**config.mk**
```make
export PLATFORM = sky130hd
export DESIGN_NAME = rx_stat_bank
export DESIGN_NICKNAME = d
export VERILOG_FILES = /design/src/rtl/rxs_pkg.sv /design/src/rtl/rxs_sat_cnt.sv /design/src/rtl/rxs_oct_acc.sv /design/src/rtl/rxs_rd_mux.sv /design/src/rtl/rx_stat_bank.sv
export SDC_FILE = /design/constraint.sdc
export NUM_CORES = 1
export LEC_CHECK = 0
export ABC_AREA = 1
export BUFFER_PORTS_ARGS = -buffer_cell sky130_fd_sc_hd__buf_2
export CELL_PAD_IN_SITES_DETAIL_PLACEMENT = 0
export CELL_PAD_IN_SITES_GLOBAL_PLACEMENT = 1
export CORE_MARGIN = 2
export CORE_UTILIZATION = 45
export CTS_CLUSTER_DIAMETER = 150
export CTS_CLUSTER_SIZE = 40
export DETAILED_ROUTE_END_ITERATION = 8
export PLACE_DENSITY = 0.85
export SYNTH_ARGS = -nofsm -noshare
export SYNTH_HDL_FRONTEND = slang
export SYNTH_SLANG_ARGS = --single-unit
```
**constraint.sdc**
```tcl
create_clock -name clk -period 2.98 [get_ports clk]
set_input_delay 0 -clock clk [delete_from_list [all_inputs] [get_ports clk]]
set_output_delay 0 -clock clk [all_outputs]
set_load 0.1 [all_outputs]
```
**src/rtl/rxs_pkg.sv**
```systemverilog
package rxs_pkg;

    localparam int NUM_BINS = 6;
    localparam int NUM_WORDS = 12;
    localparam int ADDR_W = 4;
    localparam int FCS_BYTES = 4;

    typedef enum logic [ADDR_W-1:0] {
        SEL_B64    = 4'd0,
        SEL_B127   = 4'd1,
        SEL_B255   = 4'd2,
        SEL_B511   = 4'd3,
        SEL_B1023  = 4'd4,
        SEL_BMAX   = 4'd5,
        SEL_FRM    = 4'd6,
        SEL_GFRM   = 4'd7,
        SEL_OCTL   = 4'd8,
        SEL_OCTH   = 4'd9,
        SEL_GOCTL  = 4'd10,
        SEL_GOCTH  = 4'd11
    } rd_sel_e;

    // One-hot size bin for a full frame length; zero when below 64 bytes.
    function automatic logic [NUM_BINS-1:0] bin_onehot(input logic [31:0] len);
        logic [NUM_BINS-1:0] h;
        h = '0;
        if (len >= 32'd1024)      h[5] = 1'b1;
        else if (len >= 32'd512)  h[4] = 1'b1;
        else if (len >= 32'd256)  h[3] = 1'b1;
        else if (len >= 32'd128)  h[2] = 1'b1;
        else if (len >= 32'd65)   h[1] = 1'b1;
        else if (len == 32'd64)   h[0] = 1'b1;
        return h;
    endfunction

endpackage

```
**src/rtl/rxs_sat_cnt.sv**
```systemverilog
module rxs_sat_cnt #(
    parameter int W = 32
) (
    input  logic         clk,
    input  logic         rst,
    input  logic         clr,
    input  logic         inc,
    output logic [W-1:0] q
);
    localparam logic [W-1:0] MAXV = '1;

    always_ff @(posedge clk) begin
        if (rst || clr) begin
            q <= '0;
        end else if (inc && q != MAXV) begin
            q <= q + 1'b1;
        end
    end

    p_no_wrap_r3: assert property (@(posedge clk) disable iff (rst)
        (q == MAXV && !clr) |=> q == MAXV);

    p_step_r7: assert property (@(posedge clk) disable iff (rst)
        (inc && !clr && q != MAXV) |=> q == $past(q) + 1'b1);

endmodule

```
**src/rtl/rxs_oct_acc.sv**
```systemverilog
module rxs_oct_acc #(
    parameter int W  = 64,
    parameter int AW = 17
) (
    input  logic          clk,
    input  logic          rst,
    input  logic          clr,
    input  logic          en,
    input  logic [AW-1:0] add,
    output logic [W-1:0]  acc
);
    localparam logic [W-1:0] MAXV = '1;

    logic [W:0] sum;

    always_comb begin
        sum = {1'b0, acc} + (W+1)'(add);
    end

    always_ff @(posedge clk) begin
        if (rst || clr) begin
            acc <= '0;
        end else if (en) begin
            acc <= sum[W] ? MAXV : sum[W-1:0];
        end
    end

    p_oct_clamp_r5: assert property (@(posedge clk) disable iff (rst)
        (acc == MAXV && !clr) |=> acc == MAXV);

    p_oct_mono_r4: assert property (@(posedge clk) disable iff (rst)
        !clr |=> acc >= $past(acc));

endmodule

```
**src/rtl/rxs_rd_mux.sv**
```systemverilog
module rxs_rd_mux #(
    parameter int W  = 32,
    parameter int N  = 12,
    parameter int AW = 4
) (
    input  logic [AW-1:0]  addr,
    input  logic [N*W-1:0] words,
    output logic [W-1:0]   data
);
    always_comb begin
        data = '0;
        for (int i = 0; i < N; i++) begin
            if (int'(addr) == i) data = words[i*W +: W];
        end
    end
endmodule

```
**src/rtl/rx_stat_bank.sv**
```systemverilog
module rx_stat_bank
    import rxs_pkg::*;
#(
    parameter int CNT_W = 32,
    parameter int LEN_W = 16
) (
    input  logic              clk,
    input  logic              rst,
    input  logic              clr,
    input  logic              frm_vld,
    input  logic [LEN_W-1:0]  pay_len,
    input  logic [LEN_W-1:0]  tot_len,
    input  logic [ADDR_W-1:0] rd_addr,
    output logic [CNT_W-1:0]  rd_data
);
    localparam int OCT_W = 2 * CNT_W;
    localparam int ADD_W = LEN_W + 1;

    logic [NUM_BINS-1:0]       bin_hit;
    logic [NUM_BINS*CNT_W-1:0] bin_flat;
    logic [CNT_W-1:0]          frm_q;
    logic [OCT_W-1:0]          oct_q;
    logic [ADD_W-1:0]          oct_add;
    logic [NUM_WORDS*CNT_W-1:0] words;

    assign bin_hit = frm_vld ? bin_onehot(32'(tot_len)) : '0;
    assign oct_add = ADD_W'(pay_len) + ADD_W'(FCS_BYTES);

    for (genvar g = 0; g < NUM_BINS; g++) begin : g_bin
        rxs_sat_cnt #(.W(CNT_W)) u_bin (
            .clk (clk),
            .rst (rst),
            .clr (clr),
            .inc (bin_hit[g]),
            .q   (bin_flat[g*CNT_W +: CNT_W])
        );
    end

    rxs_sat_cnt #(.W(CNT_W)) u_frm (
        .clk (clk),
        .rst (rst),
        .clr (clr),
        .inc (frm_vld),
        .q   (frm_q)
    );

    rxs_oct_acc #(.W(OCT_W), .AW(ADD_W)) u_oct (
        .clk (clk),
        .rst (rst),
        .clr (clr),
        .en  (frm_vld),
        .add (oct_add),
        .acc (oct_q)
    );

    assign words[NUM_BINS*CNT_W-1:0]                      = bin_flat;
    assign words[int'(SEL_FRM)*CNT_W   +: CNT_W]          = frm_q;
    assign words[int'(SEL_GFRM)*CNT_W  +: CNT_W]          = frm_q;
    assign words[int'(SEL_OCTL)*CNT_W  +: CNT_W]          = oct_q[CNT_W-1:0];
    assign words[int'(SEL_OCTH)*CNT_W  +: CNT_W]          = oct_q[OCT_W-1:CNT_W];
    assign words[int'(SEL_GOCTL)*CNT_W +: CNT_W]          = oct_q[CNT_W-1:0];
    assign words[int'(SEL_GOCTH)*CNT_W +: CNT_W]          = oct_q[OCT_W-1:CNT_W];

    rxs_rd_mux #(.W(CNT_W), .N(NUM_WORDS), .AW(ADDR_W)) u_rd (
        .addr  (rd_addr),
        .words (words),
        .data  (rd_data)
    );

    p_bin_onehot_r1: assert property (@(posedge clk) disable iff (rst)
        $onehot0(bin_hit));

    p_small_skip_r2: assert property (@(posedge clk) disable iff (rst)
        (frm_vld && tot_len < LEN_W'(64) && !clr) |=> $stable(bin_flat));

    p_clear_r8: assert property (@(posedge clk) disable iff (rst)
        clr |=> (frm_q == '0 && oct_q == '0 && bin_flat == '0));

endmodule

```
# Word level (Yosys, flattened, before mapping)

Index checks and enable logic that the tools add are counted.

Add/subtract/negate cells: 9
$lt $le $gt $ge: 5
Eq/ne operators: 19
Multiplexer cells: 25
Reduce and logical (&&, ||, !) cells: 9

Operators by type and width:

| operator              | count |
|---|---|
| $mux 32               | 12 |
| $add 32x1->32 const B | 7 |
| $ne 32x32->1 const B  | 7 |
| $add 64x17->65        | 1 |
| $mux 64               | 1 |
| $eq 4x4->1 const B    | 8 |
| $add 16x3->17 const B | 1 |
| $eq 16x7->1 const B   | 1 |
| $ge 16x10->1 const B  | 1 |
| $ge 16x11->1 const B  | 1 |
| $ge 16x7->1 const B   | 1 |
| $ge 16x8->1 const B   | 1 |
| $ge 16x9->1 const B   | 1 |
| $eq 4x3->1 const B    | 2 |
| $logic_and 1x1->1     | 7 |
| $mux 1                | 7 |
| $mux 6                | 1 |
| $mux 5                | 1 |
| $eq 4x2->1 const B    | 1 |
| $logic_not 4->1       | 1 |
| $mux 4                | 1 |
| $mux 3                | 1 |
| $mux 2                | 1 |
| $logic_or 1x1->1      | 1 |

Bits in registers: 288
Input port bits: 40
Output and inout bits: 32
Word-level logic and storage cells: 75

# Depth between registers and ports, before layout

Gate-level depths: netlist of run 1.

Depth in word-level cells: 13
Gate-level depth with buffers: 19
Depth with buffers taken out: 19

# Hierarchy

Synthesis of run 1 repeated with hierarchy kept, for this count alone.

Cells, all modules: 4084
Area, all modules: 23301.1 µm²

Modules (own cells, without submodules):

| module       | times used | cells each | area each (µm²) | sequential area each (µm²) |
|---|---|---|---|---|
| rxs_sat_cnt  | 7          | 328        | 2028.2          | 640.6 |
| rxs_oct_acc  | 1          | 927        | 5303.8          | 1281.2 |
| rxs_rd_mux   | 1          | 776        | 3365.7          | 0.0 |
| rx_stat_bank | 1          | 85         | 434.2           | 0.0 |

# Least setup slack after synthesis of run 1

Ideal clock, no wire load.

Path type: register to register
From: register u_oct.acc[1]
To: register u_oct.acc[31]
Library setup time: 113 ps
Data arrival time: 2161 ps
Required time: 2867 ps
Slack: 706 ps
Cell stages (with the launch flop): 16
Path buffers: 0
Clock period less this slack: 2274 ps
Cell sequence: dfxtp_1 ha_1 ha_1 fa_1 nand2_1 nand2_1 nand3_1 nand2_1 nand2_1 nand2_2 nand3_2 nor2_1 nand2_1 nor2_1 o21ai_1 inv_1

Word-level cells in the longest chain between the ends: 2

RTL lines:

| item                   | line              | source |
|---|---|---|
| start, declared        | rxs_oct_acc.sv:10 | `output logic [W-1:0] acc` |
| start signal, assigned | rxs_oct_acc.sv:24 | `acc <= sum[W] ? MAXV : sum[W-1:0];` |
| $add 64x17->65         | rxs_oct_acc.sv:17 | `sum = {1'b0, acc} + (W+1)'(add);` |
| $mux 64                | rxs_oct_acc.sv:24 |  |

Every way passes these cells.
A chain may end at the register's enable or synchronous reset.

# Worst setup path in the final report of run 1

From: register g_bin[1].u_bin.q[9]
To: output port rd_data[9]

Word-level cells in the longest chain between the ends: 11

RTL lines:

| item                   | line               | source |
|---|---|---|
| start, declared        | rxs_sat_cnt.sv:8   | `output logic [W-1:0] q` |
| start signal, assigned | rxs_sat_cnt.sv:16  | `q <= q + 1'b1;` |
| $mux 32 (11 in series) | rxs_rd_mux.sv:13   | `if (int'(addr) == i) data = words[i*W +: W];` |
| end, declared          | rx_stat_bank.sv:14 | `output logic [CNT_W-1:0] rd_data` |

Every way passes these cells.

==> results of run 1 <==
per-layer routing:
metal,global-route usage,routed length (um),part of all wire,vias up
met1,0.430,33900,0.42,10566
met2,0.558,37300,0.46,836
met5,0,13,0.00016,-
met3,0.0407,5370,0.067,185
met4,0.148,4090,0.051,2
li1,-,-,-,11293
metrics by stage:
stage	hold slack (ns)	utilization
floorplan	0.240	-
global placement	0.384	0.490
detailed placement	0.383	0.490
CTS	0.0310	0.498
global route	0.124	0.499
finish	0.0362	0.499
area by class of cell:
type                       count  area [um2]
fill                        4833       22800
multi-input combinational   2698       13200
sequential                   288        5770
inverter                     359        1360
timing repair buffer         137        1340
tap                          600         751
clock buffer                  11         275
clock inverter                 4        38.8
antenna                        1        2.50
sequential cells by signal (all words and copies together), names as in the netlist:
signal         flops
g_bin.u_bin.q    192
u_frm.q           32
u_oct.acc         64
layout by cell type, fill, tap and decap left out, types with 88 or more instances in the layout:
cell type  Yosys  final
nor3_1       150    150
inv_1        346    346
dfxtp_1      288    287
o21ai_0       88     88
nor2_1       321    314
a21oi_1      276    276
nand3_1      145    145
nand4_1      114    114
nand2_1     1186   1185
xor2_1       159    159
power groups by stage:
stage / combinational (mW) / sequential (mW) / clock, mW
5_1_grt: 0.780 / 3.89 / 2.23
3_3_place_gp: 0.704 / 3.96 / 0
2_1_floorplan: 0.456 / 3.96 / 0
3_5_place_dp: 0.709 / 3.97 / 0
6_report: 0.726 / 3.88 / 2.09
4_1_cts: 0.716 / 3.88 / 2.13
cell families (layout without fill, tap and decap cells):
group                      Yosys count  after routing  share of synthesized area
buffers and inverters              492            511                     0.0942
and+or+nand+nor                   2028           2029                      0.416
adders and majority gates           40             40                     0.0243
other                                0              1                          0
DFF                                288            288                      0.276
xor gates and xnor gates           185            185                     0.0776
AOI/OAI and AO/OA                  444            444                      0.112
what timing repair did:
action                                 4_1_cts  5_1_grt
hold buffers                                 5        0
gates resized for setup                      0        8
setup endpoints to repair                    0       35
endpoints found under the hold margin        7        0
worst max path at each step:
| stage | slack [ns] | to | cells after the start |
|---|---|---|---|
| 5_1_grt | 0.02 | u_oct.acc[31]$_SDFFE_PP0P_ | 16 |
| 4_1_cts | 0.15 | u_oct.acc[17]$_SDFFE_PP0P_ | 10 |
| 3_5_place_dp | 0.21 | u_oct.acc[17]$_SDFFE_PP0P_ | 10 |
| 6_report | 0.12 | rd_data[9] | 7 |
| 2_1_floorplan | 0.71 | u_oct.acc[31]$_SDFFE_PP0P_ | 15 |
| 3_3_place_gp | 0.24 | u_oct.acc[17]$_SDFFE_PP0P_ | 10 |
worst max-delay path, stage by stage, from the launching register on:
cell	delay (ns)
dfxtp_1	0.39
inv_1	0.12
o21ai_0	0.19
a221oi_1	0.60
nand4_1	0.31
nand2_1	0.13
nand4_1	0.28
buf_12	0.29
==> results_dict.tcl, run 1 <==
set metrics [dict create \
    ios 72 \
    synthTopCellsByArea "dfxtp_1 28%, nand2_1 21%, xor2_1 6.7%, a21oi_1 6.6%, inv_1 6.2%" \
    drt_drc_violations_left 0 \
    routed-via-count 22882 \
    max_freq_mhz 350 \
    hold_viol 0 \
    areaGrowthSynthToFinish_pct 8.89 \
    r2r_cells 15 \
    fin_skew_ns 0.0186 \
    peakVddDrop_mv 0.343 \
    initial_utilization 0.458 \
    grt_first_pass_wirelength_um 125000 \
    core_um2 45600 \
    p_sw_mw 1.91 \
    internal_power_mw 4.78 \
    async_reset_ff_frac 0 \
    finalWirelength_um 80600 \
    powerDensity_nw_per_um2 294 \
    endpoint_kind "output port" \
    start_kind "flop" \
    netlist_area_um2 20900 \
    fp-row-count 78 \
    antenna_found_initial 1 \
    synth-seq-cells 288 \
    netlist.area_leader.share 0.276 \
    ys_seq_area_frac 0.276 \
    finalSetupViolations 0 \
    nNetsFinal 3575 \
    path_class "flop to output port" \
    final_area_um2 22700 \
    dpl.cell_count 4076 \
    drt_iter0_markers 2231 \
    worst_ep_required_time_ns 2.98 \
    synth_nets 3557 \
    die_width_um 219 \
    fin_crit_ns 2.86 \
    post_cts_buffers 0 \
    cts_tree "done" \
    finalNonFillerCells 4098 \
    wl_per_cell_um 19.7 \
    drv_slew 0 \
    worstPathMaxFanout 4 \
    arrival_ns 2.86 \
    comb_power_share 0.108 \
    place_congestion 1.00 \
    r2r-end "u_oct.acc[28]$_SDFFE_PP0P_" \
    grt_max_degree 104 \
    overflow 0 \
    sw_frac_of_total 0.286 \
    grt_usage 0.334 \
    seqPwrFrac 0.580 \
    tns_ns 0 \
    clkPwrFrac 0.312 \
    synthCells 3477 \
    ant_nets 0 \
    avgSynthCellArea_um2 6.00 \
    cts_buffers 11 \
    clockBufferDepth 3 \
    rrSetupSlack_ns 0.27 \
    die_area_um2 48100 \
    status "finished clean" \
    path_clk_slew_ns 0.16 \
    ys_warn_count 0 \
    min_to "g_bin[1].u_bin.q[24]$_SDFFE_PP0P_" \
    vias_per_cell 5.58 \
    timing.rr.start "u_oct.acc[4]$_SDFFE_PP0P_" \
    timing_worst_slew_pin_value_ns 1.03 \
    synth_cell_types 47 \
    numPortBuffers 71 \
    min-delay-path-class "input port to flop" \
    placed_area_um2 22300 \
    first_pass_iters 6 \
    drive_gt1_frac 0.0615 \
    synthTopCellsByCount "1,186 x nand2_1, 346 x inv_1, 321 x nor2_1" \
    yosysTopAreaCell "dfxtp_1" \
    setup_slack_ns 0.124 \
    synth_edf_count 0 \
    hpwl_um 63500 \
    maxCapViolCount 0 \
    hp-start "tot_len[6]" \
    min_path_cells 7 \
    ctsHtreeMaxLevel 1 \
    synthFlopType "dfxtp_1" \
    pre_cts_ws_ns 0.210 \
    yosysMostFrequentCell "nand2_1" \
    die_h_um 219 \
    first_global_vias 21471 \
    slew_headroom 0.311 \
    startpoint "g_bin[1].u_bin.q[9]$_SDFFE_PP0P_" \
    period_share 0.958 \
    insertion_delay_ns 0.54 \
    rsz0062_at_grt "no" \
    clkSinkCount 288 \
    finalPower_mw 6.69 \
    leakagePower_nw 8.59 \
    clockRootBuffer "clkbuf_16" \
]
Power figures use the tool's default switching activity.
==> run 2, diff against run 1 <==
MAX_ROUTING_LAYER = met4   (was unset)
==> run 2 against run 1 <==
Maximum frequency fell by 1.2%. Final area fell by 0.13%. Via count rose by 0.91%. Combinational power barely moved. Routed wire length rose by 2.6%. Sequential cell count did not move. Worst setup slack got worse by 0.035 ns. Utilization fell by 0.066 points. Register-to-register slack got worse by 0.08 ns. First-iteration DRC count rose by 13%. Die area did not move. Total power rose by 2.4%. Critical endpoint unchanged. Largest power group unchanged.
==> results_dict.tcl, run 2 (synthesized netlist as in run 1, its figures left out) <==
set metrics [dict create \
    die_width_um 219 \
    finalWirelength_um 82700 \
    hold_viol 0 \
    period_share 0.970 \
    crit_slowest_cell "a221oi_1" \
    regMostFlops "g_bin.u_bin.q" \
    worst_ep_required_time_ns 2.98 \
    p_sw_mw 1.96 \
    vias_per_cell 5.65 \
    grt_max_degree 110 \
    fillers 4924 \
    finalNonFillerCells 4089 \
    cp_cell_sequence "inv_1, o21ai_0, a221oi_1, nand4_1, nand2_1, nand4_1, buf_12" \
    maxCapViolCount 0 \
    start_kind "flop" \
    reg.largest.list "g_bin.u_bin.q x192, u_oct.acc x64, u_frm.q x32" \
    routed-via-count 23090 \
    path_clk_slew_ns 0.16 \
    first_pass_iters 6 \
    status "finished clean" \
    core_um2 45600 \
    grtUsageMet1 0.432 \
    clkSinkCount 288 \
    timing.rr.start "u_oct.acc[5]$_SDFFE_PP0P_" \
    startpoint "g_bin[1].u_bin.q[9]$_SDFFE_PP0P_" \
    initial_utilization 0.458 \
    max_stage_delay_ns 0.62 \
    powerDensity_nw_per_um2 302 \
    grtUsageMet2 0.589 \
    critPathTopFamily "compound AO/OA/AOI/OAI gates" \
    clockBufferDepth 3 \
    grt_use_met3 0.0319 \
    finalSetupViolations 0 \
    finalPower_mw 6.85 \
    internal_power_mw 4.89 \
    overflow 0 \
    drt_iter0_markers 2510 \
    wl_per_cell_um 20.2 \
    endpoint_kind "output port" \
    final_common_cell "nand2_1" \
    ios 72 \
    fp-row-count 78 \
    hp-start "frm_vld" \
    arrival_ns 2.89 \
    placed_area_um2 22300 \
    slew_headroom 0.319 \
    die_area_um2 48100 \
    grt_first_pass_wirelength_um 126000 \
    fin_skew_ns 0.0236 \
    cp.buffers_inverters 2 \
    insertion_delay_ns 0.54 \
    place_congestion 1.02 \
    min-delay-path-class "input port to flop" \
    final_area_um2 22700 \
    ctsHtreeMaxLevel 1 \
    clockRootBuffer "clkbuf_16" \
    sw_frac_of_total 0.286 \
    rsz0062_at_grt "no" \
    grt_usage 0.349 \
    path_class "flop to output port" \
    drt_drc_violations_left 0 \
    post_cts_buffers 0 \
    largest_register_ffs 192 \
    tns_ns 0 \
    most-common-layout-cells "1,185 x nand2_1, 346 x inv_1, 316 x nor2_1, 288 x dfxtp_1, 276 x a21oi_1" \
    leakagePower_nw 8.58 \
    dpl.cell_count 4069 \
    nNetsFinal 3566 \
    areaGrowthSynthToFinish_pct 8.75 \
    cts_buffers 11 \
    cp_common_cell "nand4_1" \
    numPortBuffers 71 \
    worstPathMaxFanout 4 \
    antenna_found_initial 2 \
    comb_power_share 0.106 \
    drive_gt1_frac 0.0582 \
    drv_slew 0 \
    fin_crit_ns 2.89 \
    peakVddDrop_mv 0.351 \
    cts_tree "done" \
    die_h_um 219 \
    hpwl_um 64800 \
    top_usage_layer "met2" \
    max_freq_mhz 346 \
    ant_nets 0 \
    seqPwrFrac 0.567 \
    clkPwrFrac 0.327 \
    timing_worst_slew_pin_value_ns 1.02 \
    first_global_vias 21425 \
]
-- run 2: changes by cell type in the layout (fill, tap and decap cells not counted), moves of 2 or more --
cell,delta
buf_4,-10
inv_6,-2
nor2_1,+2
nand3_4,-2
nor2_2,-2
buf_12,+3
-- run 2: layout make-up --
class                   count  area, um2  area share
multi-input cells        2697      13200       0.580
flip-flops and latches    288       5770       0.254
inverters                 359       1360      0.0597
repair buffers            129       1320      0.0580
well taps                 600        751      0.0331
clock buffers              12        289      0.0127
clock inverters             3       58.8     0.00259
diodes                      1       2.50    0.000110
-- run 2: path summary, 6_finish.rpt --
kind	to	slack, ns	cells past startpoint
min reg2reg	g_bin[0].u_bin.q[29]$_SDFFE_PP0P_	0.48	2
min	g_bin[1].u_bin.q[24]$_SDFFE_PP0P_	0.06	5
max	rd_data[9]	0.09	7
max reg2reg	u_oct.acc[55]$_SDFFE_PP0P_	0.19	12
-- run 2: per-stage QoR --
stage               hold WS (ns)  setup slack [ns]  utilization
floorplan                  0.240             0.706            -
global placement           0.383             0.279        0.490
detailed placement         0.386             0.223        0.490
CTS                       0.0434             0.115        0.498
global route              0.0816           0.00359        0.498
finish                    0.0555            0.0893        0.498
-- run 2: worst register-to-register path, delay by kind of cell (launching register included) --
| family | cells | cell delay [ns] |
|---|---|---|
| buf+inv | 1 | 0.08 |
| flops | 1 | 0.48 |
| simple gates | 9 | 1.56 |
| fa+ha+maj | 2 | 0.64 |
-- run 2: repair_timing --
item                       CTS  global route
hold buffers                 4             0
resized for setup            0             1
hold endpoints to repair     4             0
setup endpoints to repair    0             1
-- run 2: metal layers --
metal	vias to the layer above	routed length, um	share of wire
li1	11256	-	-
met1	10828	34400	0.42
met2	840	39600	0.48
met3	166	5100	0.062
met4	0	3630	0.044
met5	-	0	0
-- run 2: power groups by stage --
| stage | Clock [mW] | Sequential [mW] | Combinational, mW |
|---|---|---|---|
| 4_1_cts | 2.28 | 3.88 | 0.722 |
| 3_3_place_gp | 0 | 3.96 | 0.708 |
| 3_5_place_dp | 0 | 3.97 | 0.714 |
| 6_report | 2.24 | 3.88 | 0.727 |
| 2_1_floorplan | 0 | 3.96 | 0.456 |
| 5_1_grt | 2.38 | 3.89 | 0.783 |
==> run 3, diff against run 2 <==
--- a/config.mk
+++ b/config.mk
@@ -6,5 +6,4 @@
 export NUM_CORES = 1
 export LEC_CHECK = 0
-export ABC_AREA = 1
 export BUFFER_PORTS_ARGS = -buffer_cell sky130_fd_sc_hd__buf_2
 export CELL_PAD_IN_SITES_DETAIL_PLACEMENT = 0
@@ -16,5 +15,5 @@
 export DETAILED_ROUTE_END_ITERATION = 8
 export MAX_ROUTING_LAYER = met4
-export PLACE_DENSITY = 0.85
+export PLACE_DENSITY = 0.81
 export SYNTH_ARGS = -nofsm -noshare
 export SYNTH_HDL_FRONTEND = slang
==> constraint.sdc (replaced) <==
create_clock -name clk -period 2.98 [get_ports clk]
set_input_delay 0.596 -clock clk [delete_from_list [all_inputs] [get_ports clk]]
set_output_delay 0.596 -clock clk [all_outputs]
set_load 0.1 [all_outputs]
==> run 3 against run 2 <==
Routed wire length decreased by 29%. Hold slack improved by 0.42 ns. Utilization increased by 9.1 points. Synthesized cell count decreased by 40%. Via count decreased by 27%. Total power increased by 3.3%. Combinational power increased by 61%. Count of clock-buffer cells in the layout decreased by 1. Clock skew increased by 0.0062 ns. Register-to-register slack got worse by 0.18 ns. Sequential cell count unchanged. Synthesized area decreased by 21%.
==> results_dict.tcl, run 3 <==
set metrics [dict create \
    status "finished clean" \
    largest_register_ffs 192 \
    start_kind "flop" \
    clockBufferDepth 3 \
    hold_viol 0 \
    grt_usage 0.303 \
    cts_buffers 11 \
    arrival_ns 3.38 \
    core_um2 36300 \
    numPortBuffers 71 \
    reg.largest.list "g_bin.u_bin.q x192, u_oct.acc x64, u_frm.q x32" \
    vias_per_cell 6.14 \
    netlist.area_leader.share 0.349 \
    ctsHtreeMaxLevel 1 \
    rsz0062_at_grt "yes" \
    path_clk_slew_ns 0.16 \
    first_global_vias 15466 \
    fp-row-count 70 \
    first_pass_iters 8 \
    synthTopCellsByCount "288 x dfxtp_1, 221 x nor2_1, 142 x nand2_1" \
    nNetsFinal 2345 \
    clkSinkCount 288 \
    ff_latch_area_um2 5780 \
    finalWirelength_um 58300 \
    regMostFlops "g_bin.u_bin.q" \
    yosysMostFrequentCell "dfxtp_1" \
    period_share 0.998 \
    leakagePower_nw 7.18 \
    cts_tree "done" \
    finalSetupViolations 0 \
    ys_seq_area_frac 0.349 \
    avgSynthCellArea_um2 7.94 \
    drt_drc_violations_left 0 \
    fillers 3207 \
    maxCapViolCount 0 \
    ios 72 \
    drv_slew 0 \
    worst_ep_required_time_ns 3.39 \
    areaGrowthSynthToFinish_pct 29.7 \
    most-common-layout-cells "277 x dfxtp_1, 216 x nor2_1, 181 x buf_4, 140 x nand2_1, 109 x xnor2_1" \
    slew_headroom 0.405 \
    powerDensity_nw_per_um2 331 \
    path_class "flop to flop" \
    synthFlopType "dfxtp_1" \
    fin_skew_ns 0.0298 \
    synth_edf_count 0 \
    synthCells 2080 \
    min-delay-path-class "input port to flop" \
    grt_max_degree 86 \
    cts.hold.buffers_added 0 \
    routed-via-count 16785 \
    clockRootBuffer "clkbuf_16" \
    final_common_cell "dfxtp_1" \
    async_reset_ff_frac 0 \
    synth-seq-cells 288 \
    peakVddDrop_mv 0.344 \
    timing_worst_slew_pin_value_ns 0.879 \
    initial_utilization 0.454 \
    ant_nets 0 \
    drive_gt1_frac 0.229 \
    place_congestion 0.957 \
    insertion_delay_ns 0.52 \
    die_h_um 196 \
    finish.utilization 0.589 \
    grt_first_pass_wirelength_um 89100 \
    ys_warn_count 0 \
    endpoint_kind "flop" \
    die_area_um2 38200 \
    netlist_area_um2 16500 \
    worstPathMaxFanout 8 \
    hpwl_um 43600 \
    synth_nets 2160 \
    max_freq_mhz 336 \
    synthTopCellsByArea "dfxtp_1 35%, xnor2_1 5.8%, nor2_1 5.0%, xor2_1 5.0%, a21oi_1 4.1%" \
    tns_ns 0 \
    overflow 0 \
    antenna_found_initial 2 \
    die_width_um 196 \
    synth_cell_types 71 \
    drt_iter0_markers 1750 \
    multi_input_area_um2 11600 \
    yosysTopAreaCell "dfxtp_1" \
    wl_per_cell_um 21.3 \
    fin_crit_ns 2.97 \
]
-- run 3: changes by cell type after synthesis, moves of 62 or more --
cell,change
nand2_1,-1044
xor2_1,-65
nor2_1,-100
a22oi_1,+62
inv_1,-294
xnor2_1,+83
a21oi_1,-140
-- run 3: per-stage QoR --
step	std cells	worst slack (ns)	power, mW	cell area [um2]	hold slack (ns)
2_1_floorplan	2080	-0.109	4.60	17300	0.462
3_3_place_gp	2691	-0.443	5.00	19800	0.478
3_5_place_dp	2691	-0.551	5.01	19800	0.488
4_1_cts	2715	-0.0116	7.03	20600	0.474
5_1_grt	2734	-0.0478	7.30	21400	0.493
6_report	2735	0.00684	7.08	21400	0.480
-- run 3: logic make-up (layout without fill, tap and decap cells) --
group,after synthesis,count (layout),synth area share
AO/OA/AOI/OAI,458,458,0.179
XOR/XNOR,203,203,0.108
adder cells (fa/ha/maj),40,40,0.0308
buffers and inverters,173,358,0.0397
flip-flops,288,288,0.349
multiplexers,9,9,0.00546
other,0,2,0
AND/OR/NAND/NOR,909,909,0.289
-- run 3: worst max-delay path: stages (launching register included) --
cell	delay (ns)
dfxtp_2	0.39
ha_4	0.21
ha_4	0.16
or4_4	0.52
a21o_1	0.20
o211a_4	0.17
o31a_1	0.34
buf_12	0.18
o2111ai_4	0.35
clkbuf_16	0.25
a31oi_4	0.07
-- run 3: worst paths after layout --
check / from / end / slack, ns / cells after the start
worst min-delay path: pay_len[0] / u_oct.acc[0]$_SDFFE_PP0P_ / 0.48 / 3
worst min register to register: g_bin[3].u_bin.q[1]$_SDFFE_PP0P_ / g_bin[3].u_bin.q[1]$_SDFFE_PP0P_ / 0.51 / 2
worst max-delay path: u_oct.acc[5]$_SDFFE_PP0P_ / u_oct.acc[38]$_SDFFE_PP0P_ / 0.007 / 10
worst max register to register: u_oct.acc[5]$_SDFFE_PP0P_ / u_oct.acc[38]$_SDFFE_PP0P_ / 0.007 / 10
-- run 3: report_power, final --
part           total [mW]  internal (mW)  switching, mW
clock                2.03          0.709           1.32
sequential           3.88           3.87         0.0166
combinational        1.17          0.465          0.705
-- run 3: what timing repair did --
| action | 4_1_cts | 5_1_grt |
|---|---|---|
| gates resized for setup | 73 | 122 |
| cloned | 2 | 5 |
| pin swaps | 43 | 67 |
| setup buffers | 10 | 14 |
| setup endpoints to repair | 47 | 70 |
-- run 3: routing by layer --
metal | track usage | wire length, um | vias to the layer above
met5 | - | 0 | -
met4 | 0.0780 | 1460 | 0
met3 | 0.0370 | 4210 | 71
met2 | 0.454 | 25900 | 595
met1 | 0.432 | 26800 | 8110
li1 | - | - | 8009
-- run 3: layout make-up --
cell class                 count  share of cell area
antenna                        2            0.000234
clock buffer                  11              0.0129
clock inverter                 2             0.00216
inverter                      53             0.00941
multi-input combinational   1619               0.542
sequential                   288               0.270
tap                          468              0.0273
timing repair buffer         292               0.136
